`config.mk`:
```
export PLATFORM = sky130hd
export DESIGN_NAME = bcd_counter
export DESIGN_NICKNAME = d
export VERILOG_FILES = /design/src/rtl/bcd_pkg.sv /design/src/rtl/bcd_mode_sel.sv /design/src/rtl/bcd_next.sv /design/src/rtl/bcd_tc.sv /design/src/rtl/bcd_counter.sv
export SDC_FILE = /design/constraint.sdc
export NUM_CORES = 1
export LEC_CHECK = 0
export BUFFER_PORTS_ARGS = -buffer_cell sky130_fd_sc_hd__buf_2
export CAP_MARGIN = 15
export CORE_AREA = 2 2 39 41
export CTS_CLUSTER_DIAMETER = 40
export DETAILED_ROUTE_END_ITERATION = 7
export DIE_AREA = 0 0 41 43
export PLACE_DENSITY = 0.57
export SYNTH_ARGS = -nofsm -noshare
export SYNTH_HDL_FRONTEND = slang
export SYNTH_SLANG_ARGS = --single-unit
```
`constraint.sdc`:
```
create_clock -name clk -period 1.4 [get_ports clk]
set_input_delay 0.28 -clock clk [delete_from_list [all_inputs] [get_ports clk]]
set_output_delay 0.28 -clock clk [all_outputs]
set_load 0.02 [all_outputs]
```
`src/rtl/bcd_pkg.sv`:
```
package bcd_pkg;
    localparam int DIGIT_W    = 4;
    localparam int LAST_DIGIT = 9;

    typedef logic [DIGIT_W-1:0] digit_t;

    localparam digit_t LAST_D = digit_t'(LAST_DIGIT);
    localparam digit_t ONE_D  = digit_t'(1);

    typedef enum logic [1:0] {
        OP_HOLD  = 2'd0,
        OP_LOAD  = 2'd1,
        OP_COUNT = 2'd2
    } op_e;

    typedef struct packed {
        digit_t cnt;
    } stage_state_t;
endpackage

```
`src/rtl/bcd_mode_sel.sv`:
```
module bcd_mode_sel
    import bcd_pkg::*;
(
    input  logic load_n,
    input  logic en_p,
    input  logic en_t,
    output op_e  op
);
    // Load wins over both enables; counting needs both enables high.
    always_comb begin
        if (!load_n)            op = OP_LOAD;
        else if (en_p && en_t)  op = OP_COUNT;
        else                    op = OP_HOLD;
    end
endmodule

```
`src/rtl/bcd_next.sv`:
```
module bcd_next
    import bcd_pkg::*;
(
    input  op_e    op,
    input  digit_t cur,
    input  digit_t din,
    output digit_t nxt
);
    always_comb begin
        unique case (op)
            OP_LOAD:  nxt = din;
            // Last digit and any out-of-range code both go to zero.
            OP_COUNT: nxt = (cur >= LAST_D) ? '0 : cur + ONE_D;
            default:  nxt = cur;
        endcase
    end
endmodule

```
`src/rtl/bcd_tc.sv`:
```
module bcd_tc
    import bcd_pkg::*;
(
    input  digit_t cnt,
    input  logic   en_t,
    output logic   tc
);
    always_comb tc = en_t && (cnt == LAST_D);
endmodule

```
`src/rtl/bcd_counter.sv`:
```
module bcd_counter
    import bcd_pkg::*;
(
    input  logic               clk,
    input  logic               rst_n,
    input  logic               load_n,
    input  logic               en_p,
    input  logic               en_t,
    input  logic [DIGIT_W-1:0] din,
    output logic [DIGIT_W-1:0] q,
    output logic               tc
);
    stage_state_t st_d, st_q;
    op_e          op;
    digit_t       nxt_cnt;

    bcd_mode_sel u_mode (
        .load_n (load_n),
        .en_p   (en_p),
        .en_t   (en_t),
        .op     (op)
    );

    bcd_next u_next (
        .op  (op),
        .cur (st_q.cnt),
        .din (din),
        .nxt (nxt_cnt)
    );

    always_comb begin
        st_d     = st_q;
        st_d.cnt = nxt_cnt;
    end

    always_ff @(posedge clk or negedge rst_n) begin
        if (!rst_n) st_q <= '0;
        else        st_q <= st_d;
    end

    bcd_tc u_tc (
        .cnt  (st_q.cnt),
        .en_t (en_t),
        .tc   (tc)
    );

    assign q = st_q.cnt;

    // cleared while reset is held
    always @(posedge clk) begin
        if (!rst_n) p_reset_clear_r1: assert (q == '0);
    end

    p_load_wins_r2: assert property (@(posedge clk) disable iff (!rst_n)
        !load_n |=> q == $past(din));

    p_step_r3: assert property (@(posedge clk) disable iff (!rst_n)
        (load_n && en_p && en_t && q < LAST_D) |=> q == $past(q) + ONE_D);

    p_wrap_r3: assert property (@(posedge clk) disable iff (!rst_n)
        (load_n && en_p && en_t && q == LAST_D) |=> q == '0);

    p_hold_r4: assert property (@(posedge clk) disable iff (!rst_n)
        (load_n && !(en_p && en_t)) |=> $stable(q));

    p_tc_gated_r5: assert property (@(posedge clk) disable iff (!rst_n)
        !en_t |-> !tc);

    p_recover_r6: assert property (@(posedge clk) disable iff (!rst_n)
        (load_n && en_p && en_t && q > LAST_D) |=> q == '0);

    p_no_tc_illegal_r8: assert property (@(posedge clk) disable iff (!rst_n)
        (q > LAST_D) |-> !tc);
endmodule

```
== After elaboration in Yosys (flattened, before gate mapping) ==
Cells that the tools add are included.
Storage, ports and cells
  register bits after elaboration: 4
  bits in latches: 0
  bits in writable memories: 0
  bits in read-only memories: 0
  output and inout port bits: 5
  word-level logic and storage cells: 13
  memories kept: 0
Cells by class
  $add $sub $neg: 1
  multiply operators: 0
  divide/modulo/power cells: 0
  $lt $le $gt $ge: 1
  eq/ne operators: 3
  shift operators: 0
  muxes and demuxes: 4
  bitwise operators: 0
  reduce and logical (&&, ||, !) cells: 3
Operator list (count)
  one-hot mux 4 bit (2 select lines): 1
  adder 4 x 1 -> 4 bit, second input constant: 1
  == test 4 bit, second input constant: 1
  greater-or-equal comparator 4 bit, second input constant: 1
  two-way mux 2 bit: 2
  two-way mux 4 bit: 1
  == test 2 x 1 -> 1 bit, second input constant: 1
  == test 2 bit, second input constant: 1
  logical AND 1 bit: 2
  nonzero test 2 bit: 1

== Longest topological paths before layout ==
  depth in word-level cells: 5
  depth in mapped cells: 5
  mapped depth without buffers: 5

== By module ==
Synthesis repeated with hierarchy kept, for this count alone.
Unflattened totals
  cell total of the unflattened synthesis: 38
  area, all modules: 332.8 µm²
By module, submodules not included
  bcd_next: instances 1, cells an instance 30, area each 210.2 µm², sequential area each 0.0 µm²
  bcd_counter: instances 1, cells an instance 4, area each 100.1 µm², sequential area each 100.1 µm²
  bcd_tc: instances 1, cells an instance 2, area each 12.5 µm², sequential area each 0.0 µm²
  bcd_mode_sel: instances 1, cells an instance 2, area each 10.0 µm², sequential area each 0.0 µm²

== Worst setup path after synthesis ==
Ideal clock, no wire load.
  kind: register to register
  from: register st_q (netlist bit q[1])
  to: register st_q (netlist bit q[0])
  setup time: 0.082 ns
  arrival time: 1.442 ns
  slack: -0.124 ns
  cell stages (with the launch flop): 6
  buffers on the path: 0
  period minus slack after synthesis: 1.524 ns
  cells stage by stage: dfrtp_1 inv_1 ha_1 nor3b_1 o2111ai_1 a31oi_1
On the way
  cells in the longest elaborated chain, start to end: 3
Ends and longest elaborated chain
  start: declaration: line bcd_counter.sv:13  | stage_state_t st_d, st_q;
  start signal: assignment: line bcd_counter.sv:38  | else st_q <= st_d;
  greater-or-equal comparator 4 bit: line bcd_next.sv:13  | OP_COUNT: nxt = (cur >= LAST_D) ? '0 : cur + ONE_D;
  two-way mux 4 bit: line bcd_next.sv:13
  one-hot mux 4 bit (2 select lines): line bcd_next.sv:10  | unique case (op)
Every way passes these cells.
A chain may end at the register's enable or synchronous reset.

== Final worst setup path ==
  from: register st_q (netlist bit q[1])
  to: output port tc
On the way
  cells in the longest elaborated chain, start to end: 2
Ends and longest elaborated chain
  == test 4 bit: line bcd_tc.sv:8  | always_comb tc = en_t && (cnt == LAST_D);
  logical AND 1 bit: line bcd_tc.sv:8
  end: declaration: line bcd_counter.sv:11  | output logic tc
Every way passes these cells.

==> out/results.tsv <==
stage	metric	value	unit
outcome	run status	complete, no violations	
timing	endpoints failing setup	0	
final_layout	antenna diode count	0	
timing	fmax	723.2	MHz
global_route	met3 GRT Util	7.853	%
global_route	met1 GRT Util	14.89	%
logic_synthesis	Synth area leader	dfrtp_1	
power	VDD IR max	437.3	uV
routing	Vias	346	
clock_tree	clock-pin transition on the worst setup and hold timing paths	40	ps
routing	final antenna-violating net count	0	
floorplan	Die Wd	41	microns
routing	DRC	0	
logic_synthesis	Synth Area per Inst	8.758	sq um
logic_synthesis	Post-synth EDFFs	0	
timing	Worst Clk Skew	2.550	ps
floorplan	Site Rows	14	
timing	Final Max Tran Viols	0	
logic_synthesis	post-synthesis async set-or-reset flop share	100.0	%
clock_tree	Max Root-Sink Buffers	2	
clock_tree	Root Buffer	clkbuf_4	
final_layout	Filler cells	152	
critical_path	CP arrival	1100	ps
placement	RePlAce Congestion	0.7867	
logic_synthesis	Ys Warns	0	
timing	Fin. Hold Viols	0	
final_layout	final core occ	37.52	%
timing	RSZ-0062 raised after global routing	yes	
power	Leakage	0.0002265	uW
timing	PnR worst setup slack	17.18	ps
final_layout	Layout Cells excl Fill	73	
power	Pwr Density	901.1	nW/um^2
global_route	gr ovfl total	0	
clock_tree	CTS Buf Count	3	
clock_tree	H-tree depth	1	
global_route	initial antenna violation count	0	
worst_hold_path	worst hold path class	in2reg	
routing	starting DRC count in detailed routing	4	
critical_path	CP Data Required Time	1120	ps
critical_path	Critical Path Source Type	flip-flop	
clock_tree	CTS sink count	4	
routing	Detailed Routing Iterations Pass 1	2	
global_route	largest net degree at the start of global routing	10	
logic_synthesis	Post-Syn Instances	35	
global_route	GRT Total Usage	11.17	%
floorplan	Core Area	1384	sq um
floorplan	initial core utilization	22.15	%
final_layout	max reg flops	4	
routing	DRT Wirelength	855	microns
flow_run	maxcap violations	0	
clock_tree	worst skew pair latency	230	ps
logic_synthesis	Yosys top cell area share	32.65	%
placement	DPL Wire Length	639.2	microns
critical_path	Crit Path Class	reg2out	
clock_tree	TritonCTS clock tree	yes	
final_layout	NumNets Final	70	
global_route	vias in the first global route	305	
critical_path	crit path max fanout	2	
timing	Worst-Margin Slew	211.0	ps
timing	final worst-path cycle share	98.77	%
logic_synthesis	Mapped Nets	47	
final_layout	share of cells above drive strength 1	57.89	%
logic_synthesis	dominant cells by area after synthesis	dfrtp_1 33%, ha_1 12%, a31oi_1 8.2%	
logic_synthesis	Distinct cells, synth	19	
routing	DR WL/cell	11.71	microns
routing	Via density	4.740	
final_layout	Synth-to-Final Area Change	69.39	%
logic_synthesis	register area share after synthesis	32.65	%
floorplan	die area	1763	sq um
placement	IO Port Bufs	13	
logic_synthesis	Synth Cell Area	306.5	sq um
global_route	busiest grt layer	met1	
logic_synthesis	Post-synth top flop	dfrtp_1	
floorplan	Chip Height	43	microns
placement	post-place setup slack	113.1	ps
floorplan	Ports	14	
global_route	first-pass GRT wire length	1283	microns
timing	fin crit period	1383	ps
global_route	met2 Track Usage GR	14.69	%
placement	placed cells	65	
timing	worst rel slew slack	85.92	%
critical_path	crit path capture type	output pin	
logic_synthesis	synthesis-stage register bit count	4	
logic_synthesis	Post-synth top cells	4 x a31oi_1, 4 x dfrtp_1, 4 x inv_1, 3 x ha_1, 3 x nor2_1	
-- worst paths after layout --
path / from / endpoint / slack [ps] / cells past startpoint
max in group asynchronous: rst_n / q[2] / 880 / 2
max reg2reg: q[0] / q[0] / 30 / 5
max: q[1] / tc / 20 / 4
min reg2reg: q[2] / q[2] / 570 / 3
min in group asynchronous: rst_n / q[0] / 380 / 2
min: din[0] / q[0] / 300 / 3
-- what timing repair did --
item	4_1_cts	5_1_grt
setup buffers	3	0
endpoints found under the hold margin	4	0
resized for setup	7	6
hold buffers	1	0
pin swaps	0	3
setup endpoints to repair	1	4
-- placed cells by master, fill, tap and decap left out, types with 2 or more instances in the layout --
| cell | synthesis | layout |
|---|---|---|
| buf_2 | 0 | 12 |
| buf_4 | 0 | 5 |
| a31oi_1 | 4 | 4 |
| nor2_1 | 3 | 3 |
| clkbuf_4 | 0 | 3 |
| dfrtp_2 | 0 | 3 |
| inv_2 | 0 | 2 |
| nor2b_1 | 2 | 2 |
| inv_1 | 4 | 2 |
| nand2_1 | 2 | 2 |
| ha_4 | 0 | 2 |
-- through the flow --
stage	total power [uW]	hold slack [ps]	TNS [ps]	area, sq um
finish	467.9	297.2	0	519.2
global route	514.8	280.2	-168.2	519.2
CTS	460.9	292.2	0	493.0
detailed placement	273.7	92.54	0	409.1
global placement	272.4	91.60	0	409.1
floorplan	220.0	-15.59	0	312.8
-- power by group --
| part | internal, uW | switching, uW |
|---|---|---|
| clock network | 107 | 49.2 |
| logic | 75.7 | 92.9 |
| registers | 130 | 13.0 |
-- cells by family after synthesis --
| kind of cell | count (synthesis) | share of synthesized area (%) |
|---|---|---|
| simple gates | 13 | 27.76 |
| compound gates | 10 | 21.22 |
| buf+inv | 5 | 6.120 |
| flops | 4 | 32.65 |
| fa+ha+maj | 3 | 12.25 |
-- cell type report --
cell class | instances | area (sq um) | area share, %
inverter | 4 | 15.01 | 2.892
multi-input combinational | 26 | 235.2 | 45.30
clock buffer | 4 | 26.28 | 5.060
tap | 16 | 20.02 | 3.855
timing repair buffer | 19 | 118.9 | 22.89
sequential | 4 | 103.9 | 20.00
-- routing by layer --
| metal | share of wire [%] | routed length, microns | vias up |
|---|---|---|---|
| met3 | 8.3 | 71 | 0 |
| met2 | 47 | 399 | 13 |
| met5 | 0 | 0 | - |
| met4 | 0 | 0 | 0 |
| li1 | - | - | 171 |
| met1 | 45 | 384 | 162 |
-- critical path: stages, from the launching register on --
cell and delay, ps:
dfrtp_2 390, inv_2 70, ha_4 120, and3_4 170
buf_6 110
Note: power is estimated with default switching activity, not from simulation.
